$ cat src/rtl/mtx_tile_pkg.sv
package mtx_tile_pkg;
    localparam int LANE_W = 2;              // row/column position inside a 4x4 matrix
    localparam int MAT_W  = 3;              // matrix select
    localparam int IDX_W  = 2 * LANE_W + MAT_W;
    localparam int SLOT_W = 2 * LANE_W;
    localparam int MASK_W = 1 << LANE_W;

    typedef enum logic [1:0] {
        SZC_BAD = 2'd0,
        SZC_2   = 2'd1,
        SZC_3   = 2'd2,
        SZC_4   = 2'd3
    } size_code_e;

    typedef struct packed {
        logic [MAT_W-1:0]  mat;
        logic [LANE_W-1:0] col;
        logic [LANE_W-1:0] row0;
        logic              tr;
        logic [LANE_W-1:0] last;   // side - 1
        logic              store;
        logic [MASK_W-1:0] mask;
    } walk_cfg_t;

    typedef struct packed {
        logic              busy;
        logic              done;
        logic [LANE_W-1:0] i;
        logic [LANE_W-1:0] j;
        walk_cfg_t         cfg;
        logic              err;
        logic              warn;
    } walk_state_t;
endpackage

$ cat src/rtl/mtx_size_decode.sv
module mtx_size_decode
    import mtx_tile_pkg::*;
(
    input  logic [1:0]        code_i,
    input  logic              spec6_i,
    output logic [LANE_W-1:0] last_o,
    output logic [LANE_W-1:0] row0_o,
    output logic              err_o
);
    always_comb begin
        err_o  = 1'b0;
        last_o = LANE_W'(1);
        row0_o = {spec6_i, 1'b0};
        unique case (size_code_e'(code_i))
            SZC_BAD: err_o = 1'b1;
            SZC_2:   last_o = LANE_W'(1);
            SZC_3: begin
                last_o = LANE_W'(2);
                row0_o = {1'b0, spec6_i};
            end
            SZC_4:   last_o = LANE_W'(3);
            default: err_o = 1'b1;
        endcase
    end
endmodule

$ cat src/rtl/mtx_index_gen.sv
module mtx_index_gen
    import mtx_tile_pkg::*;
(
    input  logic [MAT_W-1:0]  mat_i,
    input  logic [LANE_W-1:0] col_i,
    input  logic [LANE_W-1:0] row0_i,
    input  logic              tr_i,
    input  logic [LANE_W-1:0] i_i,
    input  logic [LANE_W-1:0] j_i,
    output logic [IDX_W-1:0]  idx_o,
    output logic [SLOT_W-1:0] slot_o
);
    logic [LANE_W-1:0] r_pos, c_pos;

    always_comb begin
        r_pos  = row0_i + i_i;   // wraps modulo 4
        c_pos  = col_i + j_i;
        idx_o  = tr_i ? {c_pos, mat_i, r_pos} : {r_pos, mat_i, c_pos};
        slot_o = {j_i, i_i};
    end
endmodule

$ cat src/rtl/mtx_walk_ctrl.sv
module mtx_walk_ctrl
    import mtx_tile_pkg::*;
(
    input  logic        clk,
    input  logic        rst_n,
    input  logic        start_i,
    input  walk_cfg_t   cfg_i,
    input  logic        err_i,
    output walk_state_t st_o
);
    walk_state_t s_d, s_q;
    logic        accept;

    always_comb begin
        accept = start_i && !s_q.busy;
        s_d      = s_q;
        s_d.done = 1'b0;
        if (accept) begin
            s_d.busy = 1'b1;
            s_d.i    = '0;
            s_d.j    = '0;
            s_d.cfg  = cfg_i;
            s_d.err  = err_i;
            s_d.warn = cfg_i.store && (|cfg_i.mask);
        end else if (s_q.busy) begin
            if (s_q.j == s_q.cfg.last) begin
                s_d.j = '0;
                if (s_q.i == s_q.cfg.last) begin
                    s_d.busy = 1'b0;
                    s_d.done = 1'b1;
                end else begin
                    s_d.i = s_q.i + 1'b1;
                end
            end else begin
                s_d.j = s_q.j + 1'b1;
            end
        end
    end

    always_ff @(posedge clk) begin
        if (!rst_n) s_q <= '0;
        else        s_q <= s_d;
    end

    assign st_o = s_q;

    assert_done_single_R7: assert property (@(posedge clk) disable iff (!rst_n)
        s_q.done |=> !s_q.done);
    assert_done_not_busy_R7: assert property (@(posedge clk) disable iff (!rst_n)
        !(s_q.done && s_q.busy));
    assert_start_ignored_R11: assert property (@(posedge clk) disable iff (!rst_n)
        (s_q.busy && start_i) |=> ($stable(s_q.cfg) && $stable(s_q.err) && $stable(s_q.warn)));
    assert_flags_hold_R10: assert property (@(posedge clk) disable iff (!rst_n)
        !accept |=> ($stable(s_q.err) && $stable(s_q.warn)));
    assert_bad_size_small_R1: assert property (@(posedge clk) disable iff (!rst_n)
        (s_q.busy && s_q.err) |-> (s_q.i <= LANE_W'(1) && s_q.j <= LANE_W'(1)));
endmodule

$ cat src/rtl/mtx_tile_seq.sv
module mtx_tile_seq
    import mtx_tile_pkg::*;
#(
    parameter int DATA_W = 32
) (
    input  logic              clk,
    input  logic              rst_n,
    input  logic              start_i,
    input  logic              store_i,
    input  logic [6:0]        spec_i,
    input  logic [1:0]        size_i,
    input  logic [3:0]        wmask_i,
    output logic              busy_o,
    output logic              done_o,
    output logic              err_o,
    output logic              warn_o,
    output logic [6:0]        rf_addr_o,
    output logic              rf_we_o,
    output logic [DATA_W-1:0] rf_wdata_o,
    input  logic [DATA_W-1:0] rf_rdata_i,
    output logic [3:0]        tb_addr_o,
    output logic              tb_we_o,
    output logic [DATA_W-1:0] tb_wdata_o,
    input  logic [DATA_W-1:0] tb_rdata_i
);
    walk_cfg_t         cfg_in;
    walk_state_t       st;
    logic [LANE_W-1:0] dec_last, dec_row0;
    logic              dec_err;
    logic              skip_el;

    mtx_size_decode u_dec (
        .code_i (size_i),
        .spec6_i(spec_i[6]),
        .last_o (dec_last),
        .row0_o (dec_row0),
        .err_o  (dec_err)
    );

    always_comb begin
        cfg_in.mat   = spec_i[4:2];
        cfg_in.col   = spec_i[1:0];
        cfg_in.tr    = spec_i[5];
        cfg_in.row0  = dec_row0;
        cfg_in.last  = dec_last;
        cfg_in.store = store_i;
        cfg_in.mask  = wmask_i;
    end

    mtx_walk_ctrl u_ctrl (
        .clk    (clk),
        .rst_n  (rst_n),
        .start_i(start_i),
        .cfg_i  (cfg_in),
        .err_i  (dec_err),
        .st_o   (st)
    );

    mtx_index_gen u_idx (
        .mat_i (st.cfg.mat),
        .col_i (st.cfg.col),
        .row0_i(st.cfg.row0),
        .tr_i  (st.cfg.tr),
        .i_i   (st.i),
        .j_i   (st.j),
        .idx_o (rf_addr_o),
        .slot_o(tb_addr_o)
    );

    always_comb begin
        skip_el    = (st.j == st.cfg.last) && st.cfg.mask[st.i];
        busy_o     = st.busy;
        done_o     = st.done;
        err_o      = st.err;
        warn_o     = st.warn;
        rf_we_o    = st.busy && st.cfg.store && !skip_el;
        rf_wdata_o = tb_rdata_i;
        tb_we_o    = st.busy && !st.cfg.store;
        tb_wdata_o = rf_rdata_i;
    end

    assert_one_target_R8: assert property (@(posedge clk) disable iff (!rst_n)
        !(rf_we_o && tb_we_o));
    assert_idle_quiet_R6: assert property (@(posedge clk) disable iff (!rst_n)
        !busy_o |-> (!rf_we_o && !tb_we_o));
    assert_slot_in_side_R5: assert property (@(posedge clk) disable iff (!rst_n)
        (busy_o && st.cfg.last == LANE_W'(2)) |-> (tb_addr_o[1:0] != 2'd3 && tb_addr_o[3:2] != 2'd3));
endmodule

$ cat config.mk
export PLATFORM = sky130hd
export DESIGN_NAME = mtx_tile_seq
export DESIGN_NICKNAME = d
export VERILOG_FILES = /design/src/rtl/mtx_tile_pkg.sv /design/src/rtl/mtx_size_decode.sv /design/src/rtl/mtx_index_gen.sv /design/src/rtl/mtx_walk_ctrl.sv /design/src/rtl/mtx_tile_seq.sv
export SDC_FILE = /design/constraint.sdc
export NUM_CORES = 1
export LEC_CHECK = 0
export ABC_AREA = 1
export BUFFER_PORTS_ARGS = -buffer_cell sky130_fd_sc_hd__buf_2
export CAP_MARGIN = 30
export CORE_MARGIN = 3
export CORE_UTILIZATION = 39
export DETAILED_ROUTE_END_ITERATION = 8
export PLACE_DENSITY = 0.84
export SKIP_CTS_REPAIR_TIMING = 1
export SYNTH_ARGS = -nofsm -noshare
export SYNTH_HDL_FRONTEND = slang
export SYNTH_SLANG_ARGS = --single-unit
$ cat constraint.sdc
create_clock -name clk -period 2.5 [get_ports clk]
set_input_delay 0.25 -clock clk [delete_from_list [all_inputs] [get_ports clk]]
set_output_delay 0.25 -clock clk [all_outputs]
set_load 0.01 [all_outputs]
==> qor.yml <==
timing:
  fmax_ghz: 0.562
  setup_violations: 0
  maxSlewViolCount: 0
  finalHoldViolations: 0
  holdWs_ns: 0.176
  worstMarginPinSlew_ns: 0.393
  rsz0062_at_grt: "false"
  period_share_pct: 71.2
  period_minus_slack_ns: 1.78
  fin_skew_ns: 0.00682
  tns_ns: 0
  slew-limit-headroom_pct: 73.7
place:
  dpl_cell_area_sq_um: 1260
  hpwl_mm: 2.13
  portBuffers: 33
  place_congestion: 0.819
  place_inst: 209
global_routing:
  antenna_found_initial: 0
  grt_max_degree: 14
  grt_overflow: 0
  grt_use_total_pct: 11.6
  grt_pass1_wl_mm: 4.62
  grt_pass1_vias: 1002
cts:
  cts_root_buf: "clkbuf_8"
  clockBufferDepth: 2
  ctsHtreeMaxLevel: 1
  clock_latency_ns: 0.27
  cts-buffers-inserted: 3
  clk_pin_slew_ns: 0.08
  clock_sinks: 23
  cts_tree: "yes"
logic_synthesis:
  post_synth_most_frequent_cells: "71 x buf_4, 30 x nand2_1, 23 x dfxtp_1"
  netlist_top_cells_area: "buf_4 33%, dfxtp_1 29%, nand2_1 7.0%, inv_1 3.5%, a22o_1 3.3%"
  syn_area_sq_um: 1600
  synth_most_common_cell: "buf_4"
  synthArstFlopShare_pct: 0
  synth_cells: 202
  syn_avg_cell_area_sq_um: 7.92
  yosys.area.top_type: "buf_4"
  synth_nets: 285
  ys_seq_elements: 23
  ys_warn_count: 0
  synth_flop_cell: "dfxtp_1"
  yosysSeqAreaShare_pct: 28.8
  yosys.area.top_type_share_pct: 33.3
  ys_types: 28
  synth_edf_count: 0
setup_path:
  worst_setup_path_start_kind: "flop"
  slowest_delay_ns: 0.50
  crit_chain: "ha_1, xnor2_1, xor2_1, o21ai_0, buf_2"
  crit_type: "reg2out"
  critPathSlowestCell: "dfxtp_1"
  crit_fanout: 8
  end_kind: "output port"
  arrival_ns: 1.53
  crit_required_ns: 2.25
cells_and_area:
  largest_reg_flops: 23
  drive_gt1_share_pct: 29.7
  layout.nets: 249
  stdcell_count: 213
  stdcell_area_sq_um: 1300
  antenna_cells: 0
  syn_to_final_growth_pct: -18.5
routing:
  drc_errors: 0
  num_vias: 1019
  dr.pass1.iters: 4
  dr.first_iter.drc_count: 27
  wl_per_cell_um: 13.0
  ant_nets: 0
  finalWirelength_mm: 2.77
  viasPerCell: 4.78
floorplanning:
  die_y_um: 70.1
  core_area_sq_um: 3800
  die_x_um: 70.1
  io_pins: 162
  rows: 22
  dieArea_sq_um: 4910
  initial_core_util_pct: 42.1
pwr:
  power.density_nw_per_um2: 600
  peakVddDrop_mv: 0.221
  p_leak_uw: 0.000633
  total_power_uw: 783
status:
  status: "finished clean"
job:
  maxCapViolations: 0
hold_path:
  hold_path_class: "in2reg"
[per-stage QoR]
| stage | util (%) | worst slack (ns) |
|---|---|---|
| after CTS | 34.3 | 0.709 |
| after detailed placement | 33.1 | 0.998 |
| after global placement | 33.1 | 1.05 |
| after floorplan | - | 1.11 |
| final | 34.3 | 0.721 |
| after global routing | 34.3 | 0.597 |
[report_power, final]
| group | internal [uW] | switching, uW |
|---|---|---|
| clock network | 114 | 119 |
| logic | 55.7 | 84.6 |
| registers | 390 | 19.8 |
[placed cells by master, fill, tap and decap left out, types with 2 or more instances in the layout]
cell type,n
buf_2,33
nand2_1,30
dfxtp_1,23
inv_1,15
o21ai_0,8
a22o_1,6
inv_2,5
nand3_1,5
a21oi_1,4
xor2_1,3
o22ai_1,3
o21ai_1,3
nand4_1,3
clkbuf_8,3
xnor2_1,2
o211ai_1,2
nor2_4,2
nor2_1,2
nand2_4,2
ha_1,2
[routing by layer]
layer | wire length (um) | global-route usage [%] | vias up
li1 | - | - | 498
met1 | 1080 | 13.1 | 451
met2 | 1310 | 17.4 | 41
met3 | 250 | 4.46 | 29
met4 | 125 | 8.94 | 0
met5 | 0 | 0 | -
[kinds of logic after synthesis]
kind of cell,share of synthesized area [%]
AOI/OAI and AO/OA,12.1
xor gates and xnor gates,2.74
adders and majority gates,1.56
buffers and inverters,41.0
DFF,28.8
and+or+nand+nor,13.8
[worst paths after layout]
check / startpoint / endpoint / depth (start not counted) / slack (ns)
worst min register to register: u_ctrl.st_o[0] / u_ctrl.st_o[0] / 2 / 0.45
worst min-delay path: size_i[1] / u_ctrl.st_o[1] / 2 / 0.18
worst max-delay path: u_ctrl.st_o[19] / rf_addr_o[6] / 5 / 0.72
worst max register to register: u_ctrl.st_o[22] / u_ctrl.st_o[1] / 5 / 1.20
[worst max-delay path: cells and delay by family (launching register included)]
kind	cells	cell delay, ns
adders and majority gates	1	0.21
xor gates and xnor gates	2	0.32
AOI/OAI and AO/OA	1	0.09
DFF	1	0.50
buffers and inverters	1	0.14
[area by class of cell]
class	count	area (sq um)
multi-input combinational	83	483
timing repair buffer	33	165
sequential	23	460
fill	404	2490
tap	48	60.1
clock buffer	4	45.0
inverter	22	90.1
Power figures use the tool's default switching activity.
